$ cat src/rtl/tmr_unit_pkg.sv
package tmr_unit_pkg;

  localparam int BUS_W = 32;

  typedef enum logic [2:0] {
    RD_ZERO,
    RD_PVAL,
    RD_PRLD,
    RD_CAPS,
    RD_CHAN
  } rdSrc_e;

  // strobes from the decoder into the datapath
  typedef struct packed {
    logic   valWe;
    logic   rldWe;
    rdSrc_e rdSrc;
    logic [2:0] chIdx;
  } ctrlStb_t;

endpackage

$ cat src/rtl/tmr_unit_ctrl.sv
module tmr_unit_ctrl
  import tmr_unit_pkg::*;
#(
  parameter int NUM_CH = 2
) (
  input  logic              clk,
  input  logic              rstN,
  input  logic [7:2]        busAddr,
  input  logic              busWe,
  output ctrlStb_t          stb,
  output logic [NUM_CH-1:0] chWe,
  output logic [1:0]        wordSel
);

  localparam logic [3:0] LAST_WIN = 4'(NUM_CH);

  logic [3:0] winIdx;
  logic [1:0] wordIdx;

  assign winIdx  = busAddr[7:4];
  assign wordIdx = busAddr[3:2];
  assign wordSel = wordIdx;

  for (genvar i = 0; i < NUM_CH; i++) begin : g_win
    assign chWe[i] = busWe && (winIdx == 4'(i + 1)) && (wordIdx != 2'd3);
  end

  always_comb begin
    stb       = '0;
    stb.rdSrc = RD_ZERO;
    stb.chIdx = 3'(winIdx - 4'd1);
    if (winIdx == 4'd0) begin
      case (wordIdx)
        2'd0: begin stb.rdSrc = RD_PVAL; stb.valWe = busWe; end
        2'd1: begin stb.rdSrc = RD_PRLD; stb.rldWe = busWe; end
        2'd2: stb.rdSrc = RD_CAPS;
        default: stb.rdSrc = RD_ZERO;
      endcase
    end else if ((winIdx <= LAST_WIN) && (wordIdx != 2'd3)) begin
      stb.rdSrc = RD_CHAN;
    end
  end

  // never more than one register written per access
  assert_one_target_R6: assert property (@(posedge clk) disable iff (!rstN)
    $onehot0({chWe, stb.valWe, stb.rldWe}));

  // no strobes without a write
  assert_idle_quiet_R11: assert property (@(posedge clk) disable iff (!rstN)
    !busWe |-> (chWe == '0) && !stb.valWe && !stb.rldWe);

  // windows past the channel count raise nothing
  assert_phantom_window_R8: assert property (@(posedge clk) disable iff (!rstN)
    (winIdx > LAST_WIN) |-> (chWe == '0));

endmodule

$ cat src/rtl/tmr_unit_dpath.sv
module tmr_unit_dpath
  import tmr_unit_pkg::*;
#(
  parameter int NUM_CH   = 2,
  parameter int IRQ_BASE = 8,
  parameter int PRE_W    = 16
) (
  input  logic                  clk,
  input  logic                  rstN,
  input  ctrlStb_t              stb,
  input  logic [PRE_W-1:0]      wdata,
  input  logic [NUM_CH*32-1:0]  chRdData,
  output logic [31:0]           rdata,
  output logic                  tick
);

  localparam logic [31:0] CAPS_WORD =
    {22'd0, 1'b1, 1'b1, 5'(IRQ_BASE), 3'(NUM_CH)};

  logic [PRE_W-1:0] cnt;
  logic [PRE_W-1:0] rld;
  logic [31:0]      chMux;

  assign tick = (cnt == '0);

  always_ff @(posedge clk or negedge rstN) begin
    if (!rstN) begin
      cnt <= '0;
    end else if (stb.valWe) begin
      cnt <= wdata;
    end else if (tick) begin
      cnt <= rld;
    end else begin
      cnt <= cnt - 1'b1;
    end
  end

  always_ff @(posedge clk or negedge rstN) begin
    if (!rstN) begin
      rld <= '0;
    end else if (stb.rldWe) begin
      rld <= wdata;
    end
  end

  always_comb begin
    chMux = '0;
    for (int i = 0; i < NUM_CH; i++) begin
      if (stb.chIdx == 3'(i)) chMux = chRdData[i*32 +: 32];
    end
  end

  always_comb begin
    case (stb.rdSrc)
      RD_PVAL: rdata = 32'(cnt);
      RD_PRLD: rdata = 32'(rld);
      RD_CAPS: rdata = CAPS_WORD;
      RD_CHAN: rdata = chMux;
      default: rdata = '0;
    endcase
  end

  // underflow reloads
  assert_underflow_reload_R3: assert property (@(posedge clk) disable iff (!rstN)
    (tick && !stb.valWe) |=> (cnt == $past(rld)));

  // nonzero count steps down by one
  assert_count_down_R3: assert property (@(posedge clk) disable iff (!rstN)
    (!tick && !stb.valWe) |=> (cnt == $past(cnt) - 1'b1));

  // a written count wins over reload and decrement
  assert_write_wins_R4: assert property (@(posedge clk) disable iff (!rstN)
    stb.valWe |=> (cnt == $past(wdata)));

  // reload only changes on its own write
  assert_reload_hold_R11: assert property (@(posedge clk) disable iff (!rstN)
    !stb.rldWe |=> $stable(rld));

endmodule

$ cat src/rtl/tmr_unit.sv
module tmr_unit
  import tmr_unit_pkg::*;
#(
  parameter int NUM_CH   = 2,
  parameter int IRQ_BASE = 8,
  parameter int PRE_W    = 16
) (
  input  logic                 clk,
  input  logic                 rstN,
  input  logic [7:2]           busAddr,
  input  logic                 busWe,
  input  logic [31:0]          busWdata,
  output logic [31:0]          busRdata,
  output logic                 tick,
  output logic [NUM_CH-1:0]    chWrStb,
  output logic [1:0]           chWordSel,
  output logic [31:0]          chWrData,
  input  logic [NUM_CH*32-1:0] chRdData,
  input  logic [NUM_CH-1:0]    chIrqIn,
  output logic [NUM_CH-1:0]    irqOut
);

  localparam logic [3:0]  TOP_WIN  = 4'(NUM_CH);
  localparam logic [31:0] CAPS_REF =
    32'((1 << 9) | (1 << 8) | ((IRQ_BASE % 32) << 3) | (NUM_CH % 8));

  ctrlStb_t stb;

  tmr_unit_ctrl #(.NUM_CH(NUM_CH)) u_ctrl (
    .clk     (clk),
    .rstN    (rstN),
    .busAddr (busAddr),
    .busWe   (busWe),
    .stb     (stb),
    .chWe    (chWrStb),
    .wordSel (chWordSel)
  );

  tmr_unit_dpath #(
    .NUM_CH   (NUM_CH),
    .IRQ_BASE (IRQ_BASE),
    .PRE_W    (PRE_W)
  ) u_dpath (
    .clk      (clk),
    .rstN     (rstN),
    .stb      (stb),
    .wdata    (busWdata[PRE_W-1:0]),
    .chRdData (chRdData),
    .rdata    (busRdata),
    .tick     (tick)
  );

  assign chWrData = busWdata;
  assign irqOut   = chIrqIn;

  // windows beyond the channel count read zero
  assert_unmapped_zero_R8: assert property (@(posedge clk) disable iff (!rstN)
    (busAddr[7:4] > TOP_WIN) |-> (busRdata == 32'd0));

  // capability word is fixed
  assert_caps_fixed_R5: assert property (@(posedge clk) disable iff (!rstN)
    (busAddr == 6'h02) |-> (busRdata == CAPS_REF));

endmodule

$ cat config.mk
export PLATFORM = sky130hd
export DESIGN_NAME = tmr_unit
export DESIGN_NICKNAME = d
export VERILOG_FILES = /design/src/rtl/tmr_unit_pkg.sv /design/src/rtl/tmr_unit_ctrl.sv /design/src/rtl/tmr_unit_dpath.sv /design/src/rtl/tmr_unit.sv
export SDC_FILE = /design/constraint.sdc
export NUM_CORES = 1
export LEC_CHECK = 0
export BUFFER_PORTS_ARGS = -buffer_cell sky130_fd_sc_hd__buf_2
export CAP_MARGIN = 20
export CELL_PAD_IN_SITES_DETAIL_PLACEMENT = 1
export CELL_PAD_IN_SITES_GLOBAL_PLACEMENT = 2
export CORE_ASPECT_RATIO = 2
export CORE_UTILIZATION = 25
export DETAILED_ROUTE_END_ITERATION = 12
export PLACE_DENSITY = 0.95
export SETUP_SLACK_MARGIN = 0.5
export SYNTH_ARGS = -nofsm -noshare
export SYNTH_HDL_FRONTEND = slang
export SYNTH_SLANG_ARGS = --single-unit
$ cat constraint.sdc
create_clock -name clk -period 8.2 [get_ports clk]
set_input_delay 2.46 -clock clk [delete_from_list [all_inputs] [get_ports clk]]
set_output_delay 2.46 -clock clk [all_outputs]
set_load 0.02 [all_outputs]
==> results.py <==
metrics = {
    "outcome": {
        "status": "complete, no violations",
    },
    "critical_path": {
        "cp-start-kind": "primary input",
        "worstPathArrival_ns": 4.13,
        "crit_path_top_delay_cell": "ha_1",
        "max_stage_delay_ns": 0.83,
        "crit_top_cell": "buf_2",
        "criticalPathCategory": "primary input to output port",
        "cp-end-kind": "output port",
        "path_cells": "buf_2 -> inv_1 -> ha_1 -> nor3b_1 -> a31oi_1 -> o22ai_1 -> buf_2",
        "cp.required_ns": 5.74,
        "cp_max_fo": 28,
    },
    "placed_design": {
        "hpwl_mm": 8.72,
        "place.port_buffers": 141,
        "placed_cell_area_um2": 3420,
        "place_congestion": 0.912,
        "pre_cts_ws_ns": 1.60,
    },
    "floorplan": {
        "io_pins": 178,
        "row_count": 55,
        "core-area_um2": 11300,
        "dieHeight_um": 154,
        "dieArea_um2": 12000,
        "die_x_um": 78.0,
        "initial_core_util": 0.256,
    },
    "final_layout": {
        "antenna_cells": 0,
        "final_nets": 551,
        "final_cell_mix": "141 x buf_2, 32 x a22oi_1, 32 x nor2_1, 32 x dfrtp_1, 18 x a31oi_1",
        "fillers": 1375,
        "final_area_um2": 3570,
        "final_common_cell": "buf_2",
        "syn_to_final_growth_pct": 23.7,
        "fin_util": 0.317,
        "multiInputGateArea_um2": 1680,
        "drive_above_1_share": 0.368,
        "regArea_um2": 801,
    },
    "timing": {
        "period_needed_ns": 6.59,
        "worst_pin_slew_ns": 1.03,
        "setup_viol": 0,
        "hold_viol": 0,
        "relSlewSlack": 0.310,
        "drv_slew": 0,
        "fin_ws_ns": 1.61,
        "whs_ns": 0.528,
        "period_share": 0.804,
        "rsz0062_at_grt": "false",
        "max_freq_ghz": 0.152,
        "skew_ns": 0.00392,
        "fin_tns_setup_ns": 0,
    },
    "synthesis": {
        "synth-compound-area-share": 0.249,
        "ys_ff_latch": 32,
        "synth_fp_nets": 463,
        "yosys.area_share.adder": 0.0260,
        "synthCells": 350,
        "syn_area_um2": 2890,
        "synthMuxAreaShare": 0.0658,
        "syn_area_per_cell_um2": 8.25,
        "synth-simple-area-share": 0.219,
        "synth-xor-area-share": 0.0212,
        "synth.distinct_cells": 48,
        "yosysWarningCount": 0,
        "yosysSeqAreaShare": 0.277,
        "synth_top_family_by_area": "compound AO/OA/AOI/OAI gates",
    },
    "clocking": {
        "cts_max_level": 2,
        "cts_buffers": 5,
        "post_cts_resized": 0,
        "clkLatencyLatePin_ns": 0.28,
        "post_cts_buffers": 0,
        "cts_root_buffer": "clkbuf_16",
        "cts_tree": "yes",
        "cts.sinks": 32,
        "holdBufCountCts": 0,
        "path_clk_slew_ns": 0.05,
        "cts_buffer_depth": 2,
    },
    "power": {
        "p_clk_frac": 0.301,
        "internal_power_uw": 410,
        "power.leakage_uw": 0.00154,
        "pwr-share-comb": 0.297,
        "seqPwrFrac": 0.402,
        "netSwitchingFraction": 0.364,
        "power_density_nw_per_um2": 180,
        "ir_drop_mv": 0.0831,
        "switchingPower_uw": 234,
    },
    "grt": {
        "grt_use_total": 0.180,
        "grt_overflow_total": 0,
        "grt_pass1_wl_mm": 16.8,
        "grt_pass1_vias": 3344,
        "met2_usage": 0.358,
        "grt_use_met1": 0.152,
        "grt_antenna_before_repair": 0,
        "met3_usage": 0.0368,
        "grt_max_degree": 33,
        "grt.busiest_layer": "met2",
    },
    "drt": {
        "drt_wl_total_mm": 10.9,
        "routed-via-count": 3136,
        "postRouteAntennaNets": 0,
        "first_pass_iters": 4,
        "dr.first_iter.drc_count": 112,
        "drc": 0,
        "drt-vias-per-instance": 5.41,
        "drt-wirelength-per-cell_um": 18.7,
    },
    "worst_hold_path": {
        "hold_path.class": "flip-flop to flip-flop",
    },
    "flow_run": {
        "max_cap_viol_count": 0,
    },
}
[cell type report]
cell class,instances,area share
flip-flops and latches,32,0.224
inverters,6,0.00630
well taps,142,0.0497
multi-input cells,248,0.471
repair buffers,145,0.206
clock buffers,7,0.0427
[through the flow]
stage,cells,power (uW)
after floorplan,350,386
after global placement,573,439
after detailed placement,573,449
after CTS,580,645
after global routing,580,675
final,580,644
[sequential cells by signal, indices dropped and copies added (netlist names)]
signal       flops
u_dpath.cnt     16
u_dpath.rld     16
[routing by layer]
layer | up-vias | wire length [um]
met5 | - | 0
met4 | 0 | 637
met3 | 44 | 859
met2 | 152 | 5890
met1 | 1472 | 3480
li1 | 1468 | -
[power by group through the flow]
stage | registers [uW] | logic (uW) | clock network [uW]
5_1_grt | 262 | 211 | 202
3_3_place_gp | 255 | 184 | 0
4_1_cts | 256 | 193 | 196
2_1_floorplan | 231 | 154 | 0
3_5_place_dp | 258 | 192 | 0
6_report | 259 | 191 | 194
[cells in the mapped netlist (all sizes together)]
library cell | number | share of area
a21bo | 1 | 0.0035
o31ai | 2 | 0.0052
mux2i | 1 | 0.0035
a31oi | 18 | 0.039
and3 | 1 | 0.0022
mux2 | 16 | 0.062
clkbuf | 24 | 0.032
a22oi | 32 | 0.083
nor3b | 11 | 0.029
nor2 | 36 | 0.050
and4 | 1 | 0.0030
xor2 | 4 | 0.012
or4b | 1 | 0.0048
nand4 | 3 | 0.0065
nand3 | 4 | 0.0069
a21oi | 9 | 0.016
a32oi | 1 | 0.0030
xnor2 | 3 | 0.0091
a211oi | 4 | 0.010
a21boi | 1 | 0.0026
nor4b | 1 | 0.0030
nand2 | 13 | 0.017
inv | 6 | 0.0078
or4 | 3 | 0.0078
o21bai | 1 | 0.0026
ha | 6 | 0.026
o21a | 5 | 0.013
a311oi | 1 | 0.0030
dfrtp | 32 | 0.28
or3 | 10 | 0.022
nor2b | 2 | 0.0043
o41ai | 8 | 0.024
a32o | 1 | 0.0035
nand2b | 2 | 0.0043
buf | 40 | 0.10
nor3 | 17 | 0.035
o32ai | 1 | 0.0030
nor4 | 9 | 0.019
o22ai | 16 | 0.035
a2111oi | 1 | 0.0030
or2 | 2 | 0.0043
[logic make-up (layout without fill, tap and decap cells)]
logic type | Yosys count | after routing
AO/OA/AOI/OAI | 102 | 102
adder cells (fa/ha/maj) | 6 | 6
XOR/XNOR | 7 | 7
AND/OR/NAND/NOR | 116 | 116
flip-flops | 32 | 32
buffers and inverters | 70 | 158
multiplexers | 17 | 17
[worst paths after layout]
kind	startpoint	depth (start not counted)	slack [ns]	endpoint
max in group asynchronous	rstN	1	5.46	u_dpath.rld[9]$_DFFE_PN0P_
setup / recovery	busAddr[2]	7	1.61	busRdata[12]
min in group asynchronous	rstN	1	2.24	u_dpath.rld[14]$_DFFE_PN0P_
hold reg to reg	u_dpath.rld[0]$_DFFE_PN0P_	1	0.53	u_dpath.rld[0]$_DFFE_PN0P_
setup reg to reg	u_dpath.cnt[1]$_DFF_PN0_	6	5.61	u_dpath.cnt[9]$_DFF_PN0_
hold / removal	u_dpath.rld[0]$_DFFE_PN0P_	1	0.53	u_dpath.rld[0]$_DFFE_PN0P_
[worst max-delay path: cells and delay by family]
kind	cells	cell delay, ns
buffers and inverters	3	0.38
adder cells (fa/ha/maj)	1	0.83
AO/OA/AOI/OAI	2	0.32
AND/OR/NAND/NOR	1	0.13
Power figures use the tool's default switching activity.
